### config.mk
export PLATFORM = sky130hd
export DESIGN_NAME = brx_resolver
export DESIGN_NICKNAME = d
export VERILOG_FILES = /design/src/rtl/brx_pkg.sv /design/src/rtl/brx_cond.sv /design/src/rtl/brx_target.sv /design/src/rtl/brx_regs.sv /design/src/rtl/brx_resolver.sv
export SDC_FILE = /design/constraint.sdc
export NUM_CORES = 1
export LEC_CHECK = 0
export BUFFER_PORTS_ARGS = -buffer_cell sky130_fd_sc_hd__clkbuf_2
export CAP_MARGIN = 20
export CORE_MARGIN = 2
export CORE_UTILIZATION = 54
export DETAILED_ROUTE_END_ITERATION = 10
export PLACE_DENSITY = 0.89
export REMOVE_ABC_BUFFERS = 1
export SKIP_CTS_REPAIR_TIMING = 1
export SYNTH_ARGS = -nofsm -noshare
export SYNTH_HDL_FRONTEND = slang
export SYNTH_SLANG_ARGS = --single-unit
### constraint.sdc
create_clock -name clk -period 3.69 [get_ports clk]
set_input_delay 0.1845 -clock clk [delete_from_list [all_inputs] [get_ports clk]]
set_output_delay 0.1845 -clock clk [all_outputs]
set_load 0.03 [all_outputs]
### src/rtl/brx_pkg.sv
package brx_pkg;
  typedef enum logic [1:0] {
    CBIT_ANY  = 2'd0,
    CBIT_ONE  = 2'd1,
    CBIT_ZERO = 2'd2,
    CBIT_ANYB = 2'd3
  } cbit_mode_e;

  typedef enum logic [1:0] {
    CNT_KEEP  = 2'd0,
    CNT_NZ    = 2'd1,
    CNT_Z     = 2'd2,
    CNT_DEC   = 2'd3
  } cnt_mode_e;

  typedef enum logic [1:0] {
    TGT_REL = 2'd0,
    TGT_ABS = 2'd1,
    TGT_LNK = 2'd2,
    TGT_CNT = 2'd3
  } tgt_src_e;
endpackage

### src/rtl/brx_cond.sv
module brx_cond
  import brx_pkg::*;
#(
  parameter int RW  = 32,
  parameter int CRW = 32,
  localparam int CIW = $clog2(CRW)
) (
  input  logic [CRW-1:0] cr_value,
  input  logic [CIW-1:0] bit_sel,
  input  logic [1:0]     cond_mode,
  input  logic [1:0]     cnt_mode,
  input  logic [RW-1:0]  ctr_cur,
  output logic           taken,
  output logic           dec_en,
  output logic [RW-1:0]  ctr_dec
);
  cbit_mode_e cm;
  cnt_mode_e  km;
  logic       bit_v;
  logic       bit_ok;
  logic       cnt_ok;

  always_comb begin
    cm      = cbit_mode_e'(cond_mode);
    km      = cnt_mode_e'(cnt_mode);
    bit_v   = cr_value[bit_sel];
    ctr_dec = ctr_cur - {{(RW-1){1'b0}}, 1'b1};
    dec_en  = (km != CNT_KEEP);
    unique case (cm)
      CBIT_ONE:  bit_ok = bit_v;
      CBIT_ZERO: bit_ok = ~bit_v;
      default:   bit_ok = 1'b1;
    endcase
    unique case (km)
      CNT_NZ:  cnt_ok = (ctr_dec != '0);
      CNT_Z:   cnt_ok = (ctr_dec == '0);
      default: cnt_ok = 1'b1;
    endcase
    taken = bit_ok & cnt_ok;
  end
endmodule

### src/rtl/brx_target.sv
module brx_target
  import brx_pkg::*;
#(
  parameter int AW = 32,
  parameter int DW = 24
) (
  input  logic [AW-1:0] cur_addr,
  input  logic [DW-1:0] disp,
  input  logic [1:0]    tgt_src,
  input  logic [AW-1:0] lr_cur,
  input  logic [AW-1:0] ctr_cur,
  input  logic          taken,
  output logic [AW-1:0] seq_addr,
  output logic [AW-1:0] next_addr
);
  logic [AW-1:0] disp_x;
  logic [AW-1:0] tgt_raw;

  generate
    if (AW > DW) begin : g_sext
      assign disp_x = {{(AW-DW){disp[DW-1]}}, disp};
    end else begin : g_trunc
      assign disp_x = disp[AW-1:0];
    end
  endgenerate

  always_comb begin
    seq_addr = cur_addr + AW'(4);
    unique case (tgt_src_e'(tgt_src))
      TGT_REL: tgt_raw = cur_addr + disp_x;
      TGT_ABS: tgt_raw = disp_x;
      TGT_LNK: tgt_raw = lr_cur;
      default: tgt_raw = ctr_cur;
    endcase
    next_addr = taken ? {tgt_raw[AW-1:2], 2'b00} : seq_addr;
  end
endmodule

### src/rtl/brx_regs.sv
module brx_regs #(
  parameter int RW = 32
) (
  input  logic          clk,
  input  logic          rst_n,
  input  logic          lr_we,
  input  logic [RW-1:0] lr_d,
  input  logic          ctr_we,
  input  logic [RW-1:0] ctr_d,
  output logic [RW-1:0] lr_q,
  output logic [RW-1:0] ctr_q
);
  always_ff @(posedge clk or negedge rst_n) begin
    if (!rst_n) begin
      lr_q  <= '0;
      ctr_q <= '0;
    end else begin
      if (lr_we)  lr_q  <= lr_d;
      if (ctr_we) ctr_q <= ctr_d;
    end
  end
endmodule

### src/rtl/brx_resolver.sv
module brx_resolver
  import brx_pkg::*;
#(
  parameter int AW  = 32,
  parameter int DW  = 24,
  parameter int CRW = 32,
  localparam int CIW = $clog2(CRW)
) (
  input  logic           clk,
  input  logic           rst_n,
  input  logic           br_valid,
  input  logic [AW-1:0]  cur_addr,
  input  logic [CRW-1:0] cr_value,
  input  logic [CIW-1:0] bit_sel,
  input  logic [1:0]     cond_mode,
  input  logic [1:0]     cnt_mode,
  input  logic           link_en,
  input  logic [1:0]     tgt_src,
  input  logic [DW-1:0]  disp,
  input  logic           wr_en,
  input  logic           wr_sel,
  input  logic [AW-1:0]  wr_data,
  output logic           res_valid,
  output logic           res_taken,
  output logic [AW-1:0]  res_next,
  output logic [AW-1:0]  lr_out,
  output logic [AW-1:0]  ctr_out
);
  logic          taken_c;
  logic          dec_en_c;
  logic [AW-1:0] ctr_dec_c;
  logic [AW-1:0] seq_c;
  logic [AW-1:0] next_c;
  logic          lr_we, ctr_we;
  logic [AW-1:0] lr_d, ctr_d;
  logic          link_upd, cnt_upd;

  logic          valid_q;
  logic          taken_q;
  logic [AW-1:0] next_q;

  brx_cond #(.RW(AW), .CRW(CRW)) u_cond (
    .cr_value  (cr_value),
    .bit_sel   (bit_sel),
    .cond_mode (cond_mode),
    .cnt_mode  (cnt_mode),
    .ctr_cur   (ctr_out),
    .taken     (taken_c),
    .dec_en    (dec_en_c),
    .ctr_dec   (ctr_dec_c)
  );

  brx_target #(.AW(AW), .DW(DW)) u_tgt (
    .cur_addr  (cur_addr),
    .disp      (disp),
    .tgt_src   (tgt_src),
    .lr_cur    (lr_out),
    .ctr_cur   (ctr_out),
    .taken     (taken_c),
    .seq_addr  (seq_c),
    .next_addr (next_c)
  );

  always_comb begin
    link_upd = br_valid & link_en;
    cnt_upd  = br_valid & dec_en_c;
    lr_we    = link_upd | (wr_en & ~wr_sel);
    ctr_we   = cnt_upd  | (wr_en &  wr_sel);
    lr_d     = link_upd ? seq_c     : wr_data;
    ctr_d    = cnt_upd  ? ctr_dec_c : wr_data;
  end

  brx_regs #(.RW(AW)) u_regs (
    .clk    (clk),
    .rst_n  (rst_n),
    .lr_we  (lr_we),
    .lr_d   (lr_d),
    .ctr_we (ctr_we),
    .ctr_d  (ctr_d),
    .lr_q   (lr_out),
    .ctr_q  (ctr_out)
  );

  always_ff @(posedge clk or negedge rst_n) begin
    if (!rst_n) begin
      valid_q <= 1'b0;
      taken_q <= 1'b0;
      next_q  <= '0;
    end else begin
      valid_q <= br_valid;
      if (br_valid) begin
        taken_q <= taken_c;
        next_q  <= next_c;
      end
    end
  end

  assign res_valid = valid_q;
  assign res_taken = taken_q;
  assign res_next  = next_q;
endmodule

==> results of run 1 <==
[where the power goes]
| part | switching [mW] | leakage, nW | total, mW | internal (mW) |
|---|---|---|---|---|
| clock network | 0.423 | 0.138 | 0.910 | 0.488 |
| logic | 1.22 | 3.37 | 1.97 | 0.745 |
| registers | 0.201 | 1.13 | 1.47 | 1.27 |
| total | 1.85 | 4.64 | 4.35 | 2.50 |
[worst max-delay path: cells and delay by family, from the launching register on]
kind | cells | cell delay [ps]
AOI/OAI and AO/OA | 4 | 1090
buffers and inverters | 1 | 190
DFF | 1 | 400
and+or+nand+nor | 5 | 1780
[state kept, by name, summed over array words and instances, names as in the netlist]
register and cells:
res_next 32, u_regs.ctr_q 32, u_regs.lr_q 32, res_taken 1, res_valid 1
[cells by family after synthesis]
group	count (synthesis)
compound gates	245
mux	85
buf+inv	87
simple gates	327
flops	98
xor+xnor	64
fa+ha+maj	38
[cell usage in the layout (no fill, tap or decap), drive strengths merged, types with 22 or more instances in the layout]
cell and count:
buf 53, nor2 100, o21ai 57, dfrtp 98, ha 38, mux2i 51
inv 33, nand2 75, nor3 22, xor2 31, nand3 34, clkbuf 245
xnor2 33, mux4 27, a21oi 89
[final cells by class]
class                   count  area, sq um  share of cell area, %
repair buffers            287         1623                  15.95
clock inverters             3        15.01                 0.1475
clock buffers              12        256.5                  2.521
inverters                  33        123.9                  1.217
multi-input cells         759         5468                  53.73
flip-flops and latches     98         2455                  24.12
well taps                 188        235.2                  2.312
[how the worst min path moves through the flow]
stage | startpoint | endpoint | slack (ps) | depth (start not counted)
2_1_floorplan | rst_n | res_next[0] | -110 | 0
3_3_place_gp | rst_n | res_valid | 400 | 1
3_5_place_dp | rst_n | res_valid | 410 | 1
4_1_cts | rst_n | res_valid | 30 | 1
5_1_grt | wr_data[20] | u_regs.ctr_q[20] | 100 | 3
6_report | wr_data[18] | u_regs.ctr_q[18] | 90 | 3
[per-stage QoR]
stage / TNS [ps] / hold slack [ps]
floorplan: -26220 / -111.1
global placement: 0 / 400.4
detailed placement: 0 / 408.5
CTS: 0 / 31.20
global route: 0 / 104.7
finish: 0 / 87.30
[per-layer routing]
metal  track usage [%]  part of all wire [%]  vias up
met1             42.54                    37     4159
met3             6.616                    10       88
met5                 0                     0        -
met4             16.55                   3.7        0
li1                  -                     -     3985
met2             57.47                    49      607
==> impl_metrics.yaml, run 1 <==
place:
  dp.cells: 1357
  hpwl_um: 21510
  dpl_worst_slack_ps: 30.18
  port_buffers: 234
  gp_congestion: 0.9713
  placed_cell_area_sq_um: 9766
worst_setup_path:
  startpoint: "u_regs.ctr_q[7]"
  r2r_cells: 10
  rrSetupSlack_ps: 110
  crit_required_ps: 3940
  cp_common_cell: "or3_1"
  crit_slowest_cell: "or3_1"
  worstPathMaxFanout: 10
  arrival_ps: 3820
  critical_path.cell_chain: "or3_1 -> or3_1 -> o31ai_2 -> o2111ai_1 -> or4_4 -> or2_4 -> a211oi_4 -> buf_12 -> nor2_2 -> a221o_1"
  max_stage_delay_ps: 470
  end_kind: "register"
  worst_r2r_endpoint: "res_next[29]"
  rr_startpoint: "u_regs.ctr_q[7]"
  cp-start-kind: "register"
  crit_path_end: "res_next[29]"
  setup.worst_path.class: "register to register"
global_route:
  grt_remaining_overflow: 0
  grt_pass1_wl_um: 43430
  track_usage_pct: 34.25
  antenna_found_initial: 0
  grt_pass1_vias: 8512
  grt_max_degree: 77
cts:
  tritoncts: "built"
  path_clk_slew_ps: 70
  cts_num_sinks: 98
  clockRootBuffer: "clkbuf_16"
  numCtsBuffers: 9
  cts_max_level: 3
  clock_latency_ps: 360
  clock_path_buffers: 2
routing:
  dr_total_vias: 8839
  drt_iter0_drc: 910
  ant_nets: 0
  wire_per_inst_um: 20.74
  drc: 0
  first_pass_iters: 5
  vias_per_cell: 6.405
  drt_wl_total_um: 28630
logic_synthesis:
  synth_top_cell_by_area: "dfrtp_1"
  synth-compound-area-share_pct: 19.00
  syn_inst: 944
  ys_warn_count: 0
  synthTopCellsByCount: "nor2_1, dfrtp_1, a21oi_1"
  synth_area_leaders: "dfrtp_1, mux4_2, mux2i_1"
  synth-edff-count: 0
  synth.cell_area_sq_um: 8210
  synthXorXnorAreaFrac_pct: 6.827
  synth_top_family_by_area: "simple AND/OR/NAND/NOR gates"
  avgSynthCellArea_sq_um: 8.697
  synthAdderAreaFrac_pct: 5.791
  synth.top_cell.area_share_pct: 29.87
  synthMuxAreaShare_pct: 14.58
  ys_dominant_reg_cell: "dfrtp_1"
  ys_types: 69
  synthArstFlopShare_pct: 100.0
  yosys_register_bits: 98
  yosysMostFrequentCell: "nor2_1"
  yosys.area_share.simple_pct: 19.69
  synth_seq_area_share_pct: 29.87
floorplanning:
  io_pins: 235
  fp.coreArea_sq_um: 15030
  num_rows: 45
  die_w_um: 127.3
  initial_core_util_pct: 54.62
  die_h_um: 127.3
  dieArea_sq_um: 16210
timing:
  fin_crit_sh_pct: 96.94
  hold_violations: 0
  fmax_mhz: 279.6
  slew_headroom_pct: 31.37
  skew_ps: 12.00
  rsz0062_at_grt: "false"
  tightest_slew_ps: 1026
  drv_slew: 0
  fin_ws_ps: 112.9
  setup_violations: 0
  period_needed_ps: 3577
finish:
  finish.instance_area_sq_um: 10180
  fin_util_pct: 67.69
  antenna_cells: 0
  final_cells: 1380
  syn2layout_area_growth_pct: 23.94
  drive_above_1_share_pct: 30.03
  fin_nets: 1363
  nFillCells: 1221
power:
  power_mw: 4.347
  max-vdd-ir-drop_v: 0.0002596
  power_density_nw_per_um2: 427.2
  leakage_nw: 4.642
flow_run:
  max_cap_viol_count: 0
worst_hold_path:
  hold_class: "input pin to register"
run_status:
  outcome: "completed"
Power figures use the tool's default switching activity.
==> run 2, diff against run 1 <==
Settings changed: BUFFER_PORTS_ARGS -buffer_cell sky130_fd_sc_hd__clkbuf_2 to not set, CORE_UTILIZATION 54 to 35, CTS_CLUSTER_DIAMETER set to 120, DONT_BUFFER_PORTS set to 1, PLACE_DENSITY 0.89 to 0.55.
==> run 2 against run 1 <==
  * Via count is 13% lower
  * Count of clock-buffer cells in the layout decreased by 2
  * Fmax rose by 0.25%
  * Non-clock buffer count decreased by 204
  * Largest power group is now sequential cells
  * The flow now finishes with violations (negative hold slack)
  * Clock skew is 1.8 ps lower
  * Total power is 3.8% lower
  * Critical endpoint is now res_next[17]
  * Clock power is 9.9% higher
  * First-iteration DRC count is 37% lower
  * Register-to-register slack is essentially flat
  * Sequential power grew 18%
  * Design area down 6.7%
==> impl_metrics.yaml, run 2 (synthesized netlist as in run 1, its figures left out) <==
worst_hold_path:
  hold_depth: 0
  hold_class: "input pin to register"
  min_from: "br_valid"
  min_to: "res_valid"
routing:
  drt_wl_total_um: 30520
  ant_nets: 0
  wire_per_inst_um: 23.34
  dr_total_vias: 7668
  drt_iter0_drc: 571
  vias_per_cell: 5.862
  drc: 0
  first_pass_iters: 5
finish:
  antenna_cells: 0
  layout_commonest_cell: "nor2_1"
  drive_above_1_share_pct: 14.05
  final_cells: 1308
  fin_nets: 1159
  syn2layout_area_growth_pct: 15.64
  mostFrequentLayoutCells: "nor2_1, dfrtp_1, a21oi_1, nand2_1, buf_4"
cts:
  cts_max_level: 3
  clock_latency_ps: 360
  clockRootBuffer: "clkbuf_16"
  tritoncts: "built"
  path_clk_slew_ps: 70
  cts_num_sinks: 98
  clock_path_buffers: 2
  numCtsBuffers: 9
place:
  hpwl_um: 22920
  port_buffers: 0
  dp.cells: 1266
  gp_congestion: 0.8701
worst_setup_path:
  rrSetupSlack_ps: 120
  rr_startpoint: "u_regs.ctr_q[8]"
  worstPathMaxFanout: 15
  r2r_cells: 11
  crit_required_ps: 3930
  arrival_ps: 3810
  worst_r2r_endpoint: "res_next[17]"
  setup.worst_path.class: "register to register"
  end_kind: "register"
  cp-start-kind: "register"
  startpoint: "u_regs.ctr_q[8]"
timing:
  skew_ps: 10.22
  fin_crit_sh_pct: 96.70
  hold_violations: 18
  hold-worst-slack_ps: -141.7
  period_needed_ps: 3568
  fmax_mhz: 280.2
  drv_slew: 0
  setup_violations: 0
  rsz0062_at_grt: "false"
  slew_headroom_pct: 29.22
  tightest_slew_ps: 1058
floorplanning:
  dieArea_sq_um: 24700
  num_rows: 56
  fp.coreArea_sq_um: 23260
  die_h_um: 157.2
  io_pins: 235
  initial_core_util_pct: 35.29
  die_w_um: 157.2
global_route:
  grt_remaining_overflow: 0
  track_usage_pct: 23.99
  grt_pass1_vias: 7545
  antenna_found_initial: 0
  grt_pass1_wl_um: 44920
  grt_max_degree: 99
power:
  max-vdd-ir-drop_v: 0.0001933
  power_density_nw_per_um2: 440.6
  power_mw: 4.183
  leakage_nw: 3.829
run_status:
  outcome: "finished, violations left"
  violations: "negative hold slack"
flow_run:
  max_cap_viol_count: 0
## run 2: changes by cell type in the layout (fill, tap and decap cells not counted), moves of 3 or more
cell,delta
clkinv_4,+3
buf_4,+10
clkbuf_2,-233
dlygate4sd3_1,+17
## run 2: critical path, cell delays in order (launching register included)
cell and delay, ps:
dfrtp_1 420, or3_1 420, or3_1 470, o31ai_2 250
o2111ai_1 140, or4_4 470, or2_4 290, a211oi_4 360
buf_12 200, buf_4 160, mux2i_1 180, a21oi_1 90
## run 2: how the worst max path moves through the flow
stage                         to  slack, ps  depth (start not counted)
finish              res_next[17]        120                         11
floorplan           res_next[12]       -960                         11
global placement    res_next[15]        210                         11
detailed placement  res_next[17]        130                         11
global route        res_next[17]        0.4                         11
CTS                 res_next[17]        100                         11
## run 2: power by group
group / switching (mW) / internal [mW]
Sequential: 0.465 / 1.26
Clock: 0.458 / 0.547
Combinational: 0.828 / 0.625
Total: 1.75 / 2.43
## run 2: cell type report
cell class / count / area (sq um)
Clock buffer: 10 / 239.0
Inverter: 33 / 123.9
Tap cell: 319 / 399.1
Multi-Input combinational cell: 759 / 5470
Fill cell: 2348 / 13770
Timing Repair Buffer: 83 / 742.0
Sequential cell: 98 / 2454
Clock inverter: 6 / 66.31
## run 2: layer usage
layer,vias to the layer above,share of wire (%),track usage [%]
met5,-,0,0
met4,0,2.1,6.407
met3,39,8.1,6.856
met2,283,48,40.65
met1,3759,42,29.87
li1,3587,-,-
## run 2: metrics by stage
step	setup slack [ps]	utilization [%]	cell area (sq um)	TNS, ps
5_1_grt	0.4281	40.81	9494	0
3_5_place_dp	125.3	38.08	8859	0
3_3_place_gp	209.9	38.08	8859	0
4_1_cts	101.2	39.39	9164	0
2_1_floorplan	-960.6	-	7986	-26220
6_report	121.7	40.81	9494	0
